### src/rtl/fetch_front_pkg.sv
package fetch_front_pkg;
  parameter int unsigned PC_W   = 16;
  parameter int unsigned WORD_W = 32;

  typedef logic [PC_W-1:0]   pc_t;
  typedef logic [WORD_W-1:0] word_t;

  // one queued instruction: fetch address, word, speculative tag
  typedef struct packed {
    pc_t   pc;
    word_t word;
    logic  spec;
  } qentry_t;
endpackage

### src/rtl/fetch_front_pcgen.sv
// First fetch stage: program counter, redirect and speculation control.
module fetch_front_pcgen
  import fetch_front_pkg::*;
#(
  parameter pc_t RESET_VEC = '0
) (
  input  logic clk,
  input  logic rst_n,
  input  logic issue_ok,
  input  logic redirect_valid,
  input  pc_t  redirect_addr,
  input  logic spec_start,
  input  pc_t  spec_target,
  input  logic spec_resolve,
  input  logic spec_taken,
  output logic pa_req,
  output pc_t  pa_addr,
  output logic issue_spec,
  output logic squash_nt,
  output logic release_spec
);
  logic spec_mode_q;
  pc_t  pc_q;
  pc_t  ft_q;
  pc_t  pc_adv;
  logic start_ok;

  always_comb begin
    squash_nt    = spec_resolve && !spec_taken && spec_mode_q && !redirect_valid;
    release_spec = spec_resolve && spec_taken && spec_mode_q && !redirect_valid;
    start_ok     = spec_start && !spec_mode_q && !redirect_valid;
    pa_req       = issue_ok && !redirect_valid && !squash_nt;
    pa_addr      = pc_q;
    issue_spec   = spec_mode_q && !release_spec;
    pc_adv       = pc_q + pc_t'(pa_req);
  end

  always_ff @(posedge clk or negedge rst_n) begin
    if (!rst_n) begin
      pc_q        <= RESET_VEC;
      ft_q        <= RESET_VEC;
      spec_mode_q <= 1'b0;
    end else if (redirect_valid) begin
      pc_q        <= redirect_addr;
      spec_mode_q <= 1'b0;
    end else if (squash_nt) begin
      pc_q        <= ft_q;
      spec_mode_q <= 1'b0;
    end else if (start_ok) begin
      ft_q        <= pc_adv;
      pc_q        <= spec_target;
      spec_mode_q <= 1'b1;
    end else begin
      pc_q <= pc_adv;
      if (release_spec) spec_mode_q <= 1'b0;
    end
  end

  // after a not-taken outcome no further fetch carries the speculative tag
  a_r9_squash_ends_tag: assert property (@(posedge clk) disable iff (!rst_n)
    squash_nt |=> !issue_spec);
endmodule

### src/rtl/fetch_front_capture.sv
// Second fetch stage: holds the in-flight fetch and captures the returned word.
module fetch_front_capture
  import fetch_front_pkg::*;
(
  input  logic    clk,
  input  logic    rst_n,
  input  logic    issue,
  input  logic    issue_spec,
  input  pc_t     pa_addr,
  input  word_t   prd_data,
  input  logic    kill,
  input  logic    squash,
  input  logic    release_spec,
  output logic    enq_valid,
  output qentry_t enq_entry,
  output logic    inflight
);
  logic v_q;
  logic spec_q;
  pc_t  pc_q;

  always_ff @(posedge clk or negedge rst_n) begin
    if (!rst_n) begin
      v_q    <= 1'b0;
      spec_q <= 1'b0;
      pc_q   <= '0;
    end else begin
      v_q    <= issue;
      spec_q <= issue_spec;
      pc_q   <= pa_addr;
    end
  end

  always_comb begin
    enq_valid      = v_q && !kill && !(squash && spec_q);
    enq_entry.pc   = pc_q;
    enq_entry.word = prd_data;
    enq_entry.spec = spec_q && !release_spec;
    inflight       = v_q;
  end

  // a fetch issued under a redirect never returns a word
  a_r6_no_return_after_kill: assert property (@(posedge clk) disable iff (!rst_n)
    kill |=> !enq_valid);
endmodule

### src/rtl/fetch_front_queue.sv
// Circular instruction queue with speculative tagging. DEPTH: power of two, >= 2.
module fetch_front_queue
  import fetch_front_pkg::*;
#(
  parameter int unsigned DEPTH = 4
) (
  input  logic    clk,
  input  logic    rst_n,
  input  logic    enq_valid,
  input  qentry_t enq_entry,
  input  logic    deq,
  input  logic    flush,
  input  logic    drop_spec,
  input  logic    clear_spec,
  output qentry_t head,
  output logic [$clog2(DEPTH+1)-1:0] count
);
  localparam int unsigned PTR_W = $clog2(DEPTH);
  localparam int unsigned CNT_W = $clog2(DEPTH+1);
  localparam logic [CNT_W-1:0] FULL_CNT = CNT_W'(DEPTH);

  pc_t   pc_mem   [DEPTH];
  word_t word_mem [DEPTH];
  logic  spec_bits[DEPTH];

  logic [PTR_W-1:0] rd_q;
  logic [PTR_W-1:0] wr_idx;
  logic [CNT_W-1:0] cnt_q;
  logic [CNT_W-1:0] scnt_q;
  logic [CNT_W-1:0] keep_cnt;

  always_comb begin
    keep_cnt  = cnt_q - (drop_spec ? scnt_q : '0);
    wr_idx    = rd_q + PTR_W'(keep_cnt);
    head.pc   = pc_mem[rd_q];
    head.word = word_mem[rd_q];
    head.spec = spec_bits[rd_q];
    count     = cnt_q;
  end

  always_ff @(posedge clk or negedge rst_n) begin
    if (!rst_n) begin
      rd_q   <= '0;
      cnt_q  <= '0;
      scnt_q <= '0;
    end else if (flush) begin
      rd_q   <= '0;
      cnt_q  <= '0;
      scnt_q <= '0;
    end else begin
      rd_q  <= rd_q + PTR_W'(deq);
      cnt_q <= keep_cnt - CNT_W'(deq) + CNT_W'(enq_valid);
      if (drop_spec || clear_spec) scnt_q <= '0;
      else scnt_q <= scnt_q + CNT_W'(enq_valid && enq_entry.spec);
    end
  end

  always_ff @(posedge clk) begin
    if (enq_valid && !flush) begin
      pc_mem[wr_idx]   <= enq_entry.pc;
      word_mem[wr_idx] <= enq_entry.word;
    end
  end

  for (genvar i = 0; i < DEPTH; i++) begin : g_tag
    always_ff @(posedge clk or negedge rst_n) begin
      if (!rst_n) spec_bits[i] <= 1'b0;
      else if (enq_valid && !flush && wr_idx == PTR_W'(i)) spec_bits[i] <= enq_entry.spec;
      else if (clear_spec) spec_bits[i] <= 1'b0;
    end
  end

  // occupancy never exceeds the queue size
  a_r3_no_overflow: assert property (@(posedge clk) disable iff (!rst_n)
    cnt_q <= FULL_CNT);
  // a word may only enter a full queue when one leaves in the same cycle
  a_r4_full_enq_needs_deq: assert property (@(posedge clk) disable iff (!rst_n)
    (enq_valid && !flush && !drop_spec && cnt_q == FULL_CNT) |-> deq);
  // a tagged word never leaves, and nothing leaves an empty queue
  a_r7_no_spec_dequeue: assert property (@(posedge clk) disable iff (!rst_n)
    deq |-> (!spec_bits[rd_q] && cnt_q != '0));
endmodule

### src/rtl/fetch_front.sv
// Instruction prefetch front end: fetch stages, queue, decode-2 handoff.
module fetch_front
  import fetch_front_pkg::*;
#(
  parameter int unsigned DEPTH     = 4,
  parameter pc_t         RESET_VEC = 16'h0100
) (
  input  logic              clk,
  input  logic              rst_n,
  output logic              fetch_req,
  output logic [PC_W-1:0]   fetch_addr,
  input  logic [WORD_W-1:0] fetch_rdata,
  input  logic              redirect_valid,
  input  logic [PC_W-1:0]   redirect_addr,
  input  logic              spec_start,
  input  logic [PC_W-1:0]   spec_target,
  input  logic              spec_resolve,
  input  logic              spec_taken,
  output logic              out_valid,
  input  logic              out_ready,
  output logic [WORD_W-1:0] out_word,
  output logic [PC_W-1:0]   out_pc
);
  localparam int unsigned CNT_W = $clog2(DEPTH+1);
  localparam int unsigned OCC_W = CNT_W + 1;
  localparam logic [OCC_W-1:0] SLOTS = OCC_W'(DEPTH);

  logic             issue_ok;
  logic             issue_spec;
  logic             squash_nt;
  logic             release_spec;
  logic             enq_valid;
  qentry_t          enq_entry;
  logic             inflight;
  qentry_t          head;
  logic [CNT_W-1:0] count;
  logic [OCC_W-1:0] occ;
  logic             deq;

  always_comb begin
    occ       = {1'b0, count} + OCC_W'(inflight);
    out_valid = (count != '0) && !head.spec && !redirect_valid;
    deq       = out_valid && out_ready;
    issue_ok  = (occ < SLOTS) || ((occ == SLOTS) && deq);
    out_word  = head.word;
    out_pc    = head.pc;
  end

  fetch_front_pcgen #(.RESET_VEC(RESET_VEC)) u_pcgen (
    .clk(clk), .rst_n(rst_n), .issue_ok(issue_ok),
    .redirect_valid(redirect_valid), .redirect_addr(redirect_addr),
    .spec_start(spec_start), .spec_target(spec_target),
    .spec_resolve(spec_resolve), .spec_taken(spec_taken),
    .pa_req(fetch_req), .pa_addr(fetch_addr), .issue_spec(issue_spec),
    .squash_nt(squash_nt), .release_spec(release_spec)
  );

  fetch_front_capture u_capture (
    .clk(clk), .rst_n(rst_n), .issue(fetch_req), .issue_spec(issue_spec),
    .pa_addr(fetch_addr), .prd_data(fetch_rdata), .kill(redirect_valid),
    .squash(squash_nt), .release_spec(release_spec),
    .enq_valid(enq_valid), .enq_entry(enq_entry), .inflight(inflight)
  );

  fetch_front_queue #(.DEPTH(DEPTH)) u_queue (
    .clk(clk), .rst_n(rst_n), .enq_valid(enq_valid), .enq_entry(enq_entry),
    .deq(deq), .flush(redirect_valid), .drop_spec(squash_nt),
    .clear_spec(release_spec), .head(head), .count(count)
  );

  // the queue is empty in the cycle after a redirect
  a_r6_flush_empty: assert property (@(posedge clk) disable iff (!rst_n)
    redirect_valid |=> !out_valid);
  // fetching restarts at the redirect address one cycle later
  a_r6_redirect_target: assert property (@(posedge clk) disable iff (!rst_n)
    redirect_valid |=> (redirect_valid || (fetch_req && fetch_addr == $past(redirect_addr))));
endmodule

### config.mk
export PLATFORM = sky130hd
export DESIGN_NAME = fetch_front
export DESIGN_NICKNAME = d
export VERILOG_FILES = /design/src/rtl/fetch_front_pkg.sv /design/src/rtl/fetch_front_pcgen.sv /design/src/rtl/fetch_front_capture.sv /design/src/rtl/fetch_front_queue.sv /design/src/rtl/fetch_front.sv
export SDC_FILE = /design/constraint.sdc
export NUM_CORES = 1
export LEC_CHECK = 0
export BUFFER_PORTS_ARGS = -buffer_cell sky130_fd_sc_hd__buf_4
export CAP_MARGIN = 20
export CORE_MARGIN = 2
export CORE_UTILIZATION = 40
export DETAILED_ROUTE_END_ITERATION = 12
export PLACE_DENSITY_LB_ADDON = 0.08
export RECOVER_POWER = 25
export REMOVE_ABC_BUFFERS = 1
export SLEW_MARGIN = 0
export SYNTH_ARGS = -nofsm -noshare
export SYNTH_HDL_FRONTEND = slang
export SYNTH_HIERARCHICAL = 1
export SYNTH_SLANG_ARGS = --single-unit
export TNS_END_PERCENT = 30
### constraint.sdc
create_clock -name clk -period 3.9 [get_ports clk]
set_input_delay 0.195 -clock clk [delete_from_list [all_inputs] [get_ports clk]]
set_output_delay 0.195 -clock clk [all_outputs]
set_load 0.02 [all_outputs]
==> impl_metrics.py <==
metrics = {
    "run_status": {
        "status": "complete, no violations",
    },
    "synthesis": {
        "yosysWarnings": 6,
        "synth_edf_count": 192,
        "async_flop_share_pct": 24.7,
        "syn_area_sq_mm": 0.0102,
        "synth-seq-area-share_pct": 71.7,
        "avgSynthCellArea_sq_um": 18.0,
        "synth_flop_cell": "edfxtp_1",
        "synth_cells": 570,
        "synth-seq-cells": 255,
        "synth_cell_types": 50,
    },
    "pwr": {
        "power_density_mw_per_mm2": 551,
        "leakage_uw": 0.00479,
        "peakVddDrop_uv": 275,
    },
    "clock_network": {
        "clock_sinks": 255,
        "cts_htree_levels": 1,
        "root_buffer": "clkbuf_16",
        "path_clk_slew_ns": 0.06,
        "clock_path_buffers": 3,
        "cts_inserted_buffers": 28,
        "clkLatencyLatePin_ns": 0.53,
        "postCtsSetupBuffers": 0,
        "cts_tree": "yes",
    },
    "routing": {
        "wl_met3_um": 1330,
        "drt-met1-wl_um": 9260,
        "drt-pass1-iter-count": 4,
        "drt_wl_total_um": 20800,
        "routedWlPerCell_um": 18.7,
        "top_layer_used": "met4",
        "vias": 5572,
        "route.detailed.drc": 0,
        "viasPerCell": 5.02,
        "drt_iter0_markers": 315,
        "final_antenna_net_count": 0,
        "wl_met2_um": 9860,
    },
    "layout": {
        "layout-drive-gt1-share_pct": 30.1,
        "fin_util_pct": 51.6,
        "antennaDiodeCount": 0,
        "area_growth_pct": 26.9,
        "post-route-cell-area_sq_mm": 0.0130,
        "nets": 841,
    },
    "grt": {
        "grt_pass1_wl_um": 33000,
        "overflow": 0,
        "antenna_found_initial": 0,
        "grt_pass1_vias": 6041,
        "grt_usage_pct": 16.0,
        "grt_max_degree": 64,
    },
    "timing": {
        "grt_setup_unrepaired": "yes",
        "drv_slew": 0,
        "tightest_slew_ns": 0.834,
        "min_period_over_period_pct": 94.6,
        "final.setup.worst_slack_ns": 0.211,
        "holdWs_ns": 0.0309,
        "fmax_mhz": 271,
        "relSlewSlack_pct": 44.4,
        "hold_viol": 0,
        "setup_viol": 0,
        "period_needed_ns": 3.69,
        "fin_skew_ns": 0.0170,
    },
    "setup_path": {
        "cp_max_fo": 4,
        "cp-start-kind": "flip-flop",
        "path_class": "reg -> reg",
        "worstRegToRegCells": 14,
        "worst_setup_path_end_kind": "flip-flop",
        "worstPathRequired_ns": 4.31,
        "worstPathArrival_ns": 4.10,
    },
    "placed_design": {
        "hpwl_um": 12600,
        "place_area_sq_mm": 0.0115,
        "port_buffers": 136,
        "gp_congestion": 0.817,
        "preCtsSetupSlack_ns": 0.376,
    },
    "floorplan": {
        "dieWidth_um": 164,
        "core_sq_mm": 0.0252,
        "row_count": 58,
        "die_h_um": 164,
        "die_area_sq_mm": 0.0269,
        "start_util_pct": 40.7,
        "io_pins": 137,
    },
    "worst_hold_path": {
        "holdPathStages": 2,
        "hp-class": "in -> reg",
    },
    "job": {
        "maxCapViolCount": 0,
    },
}
==> final timing paths <==
path                                          start            endpoint  slack (ns)
worst max-delay path                u_queue/rd_q[0]  u_pcgen/pa_addr[4]        0.21
worst min-delay path                 redirect_valid     u_queue/rd_q[1]        0.03
worst max register to register      u_queue/rd_q[0]  u_pcgen/pa_addr[4]        0.21
worst min register to register  u_pcgen/pa_addr[15]  u_capture/pc_q[15]        0.44
max in group asynchronous                     rst_n     u_queue/rd_q[0]        2.96
min in group asynchronous                     rst_n    u_pcgen/ft_q[13]        0.30
==> placed cells by master (no fill, tap or decap), types with 5 or more instances in the layout <==
| cell type | n |
|---|---|
| inv_1 | 8 |
| and2_1 | 7 |
| dfrtp_1 | 59 |
| o21ai_0 | 15 |
| ha_1 | 8 |
| xor2_1 | 10 |
| xnor2_1 | 11 |
| a222oi_1 | 6 |
| dlygate4sd3_1 | 63 |
| buf_4 | 115 |
| clkbuf_16 | 30 |
| nor3_1 | 5 |
| nand2_1 | 44 |
| mux4_2 | 49 |
| a22oi_1 | 8 |
| clkbuf_1 | 39 |
| a21oi_1 | 5 |
| o21ai_1 | 5 |
| nor2b_1 | 8 |
| nor2_1 | 16 |
| edfxtp_1 | 192 |
==> flip-flops by register name, indices dropped and copies added (netlist names), 2 cells and up <==
| name | flops |
|---|---|
| u_queue/rd_q | 2 |
| u_pcgen/pa_addr | 16 |
| u_queue/spec_bits | 4 |
| u_pcgen/ft_q | 16 |
| u_queue/word_mem | 128 |
| u_queue/scnt_q | 3 |
| u_queue/pc_mem | 64 |
| u_queue/count | 3 |
| u_capture/pc_q | 16 |
==> power by group <==
group	leakage (uW)	switching (uW)	internal, uW
Combinational	0.00179	592	545
Clock	0.000476	1000	1740
Sequential	0.00252	127	3150
Total	0.00479	1720	5440
==> metrics by stage <==
stage / total power [uW] / instances / setup TNS (ns)
floorplan: 3980 / 516 / -37.28
global placement: 4420 / 995 / 0
detailed placement: 4440 / 995 / 0
CTS: 7260 / 1110 / 0
global route: 7480 / 1110 / -0.00537
finish: 7160 / 1110 / 0
==> Yosys cell counts, types with 2 or more instances <==
cell,instances,area share (%)
and3_1,2,0.12
xor2_1,11,0.94
buf_2,9,0.44
a21oi_1,5,0.24
and4bb_1,2,0.24
a222oi_1,6,0.59
and2b_1,2,0.15
nor2_1,17,0.62
nand3_1,6,0.29
mux2_1,2,0.22
clkbuf_1,9,0.33
o31ai_1,3,0.22
buf_1,2,0.073
ha_1,10,1.2
mux2i_1,4,0.39
and2_1,7,0.43
nand2_1,44,1.6
nor3_2,3,0.29
xnor2_1,11,0.94
dfrtp_1,61,15
nor2b_1,8,0.49
mux2_4,4,0.59
mux4_2,49,11
o21ai_0,15,0.73
a22oi_1,8,0.59
edfxtp_1,192,56
or3b_1,2,0.17
fa_1,2,0.39
a221o_1,2,0.20
dfstp_2,2,0.51
buf_4,33,2.4
nor3_1,6,0.29
o21ai_1,5,0.24
inv_1,10,0.37
==> critical path, stage by stage (launching register included) <==
cell           delay, ns
dfrtp_4             0.41
mux4_2              0.52
or3b_1              0.39
o32a_1              0.34
a31oi_1             0.16
inv_1               0.09
nor2_4              0.15
ha_2                0.21
ha_2                0.20
nand3_1             0.09
xor2_1              0.19
nor2_1              0.06
a21oi_1             0.12
o21ai_0             0.07
dlygate4sd3_1       0.56
==> layout make-up <==
cell class | instances | area [sq um]
Inverter | 10 | 37.5
Timing Repair Buffer | 212 | 1650
Sequential cell | 255 | 7350
Tap cell | 330 | 413
Clock buffer | 41 | 832
Clock inverter | 11 | 156
Fill cell | 2110 | 12200
Multi-Input combinational cell | 251 | 2550
==> layer usage <==
metal / global-route usage, % / vias to the layer above
met5: 0 / -
met4: 4.03 / 0
met3: 3.36 / 25
met2: 25.9 / 160
met1: 22.1 / 2849
li1: - / 2538
==> repair_timing <==
action	CTS	global route
hold buffers	63	0
resized for setup	0	8
endpoints found under the hold margin	206	0
setup endpoints to repair	0	4
==> logic make-up (layout without fill, tap and decap cells) <==
logic type | count (synthesis) | count (layout) | synth area share [%]
buffers and inverters | 64 | 274 | 3.74
adders and majority gates | 12 | 12 | 1.61
and+or+nand+nor | 109 | 109 | 5.67
xor gates and xnor gates | 23 | 23 | 2.10
AOI/OAI and AO/OA | 48 | 48 | 3.17
DFF | 255 | 255 | 71.7
muxes | 59 | 59 | 12.0
Note: power is estimated with default switching activity, not from simulation.
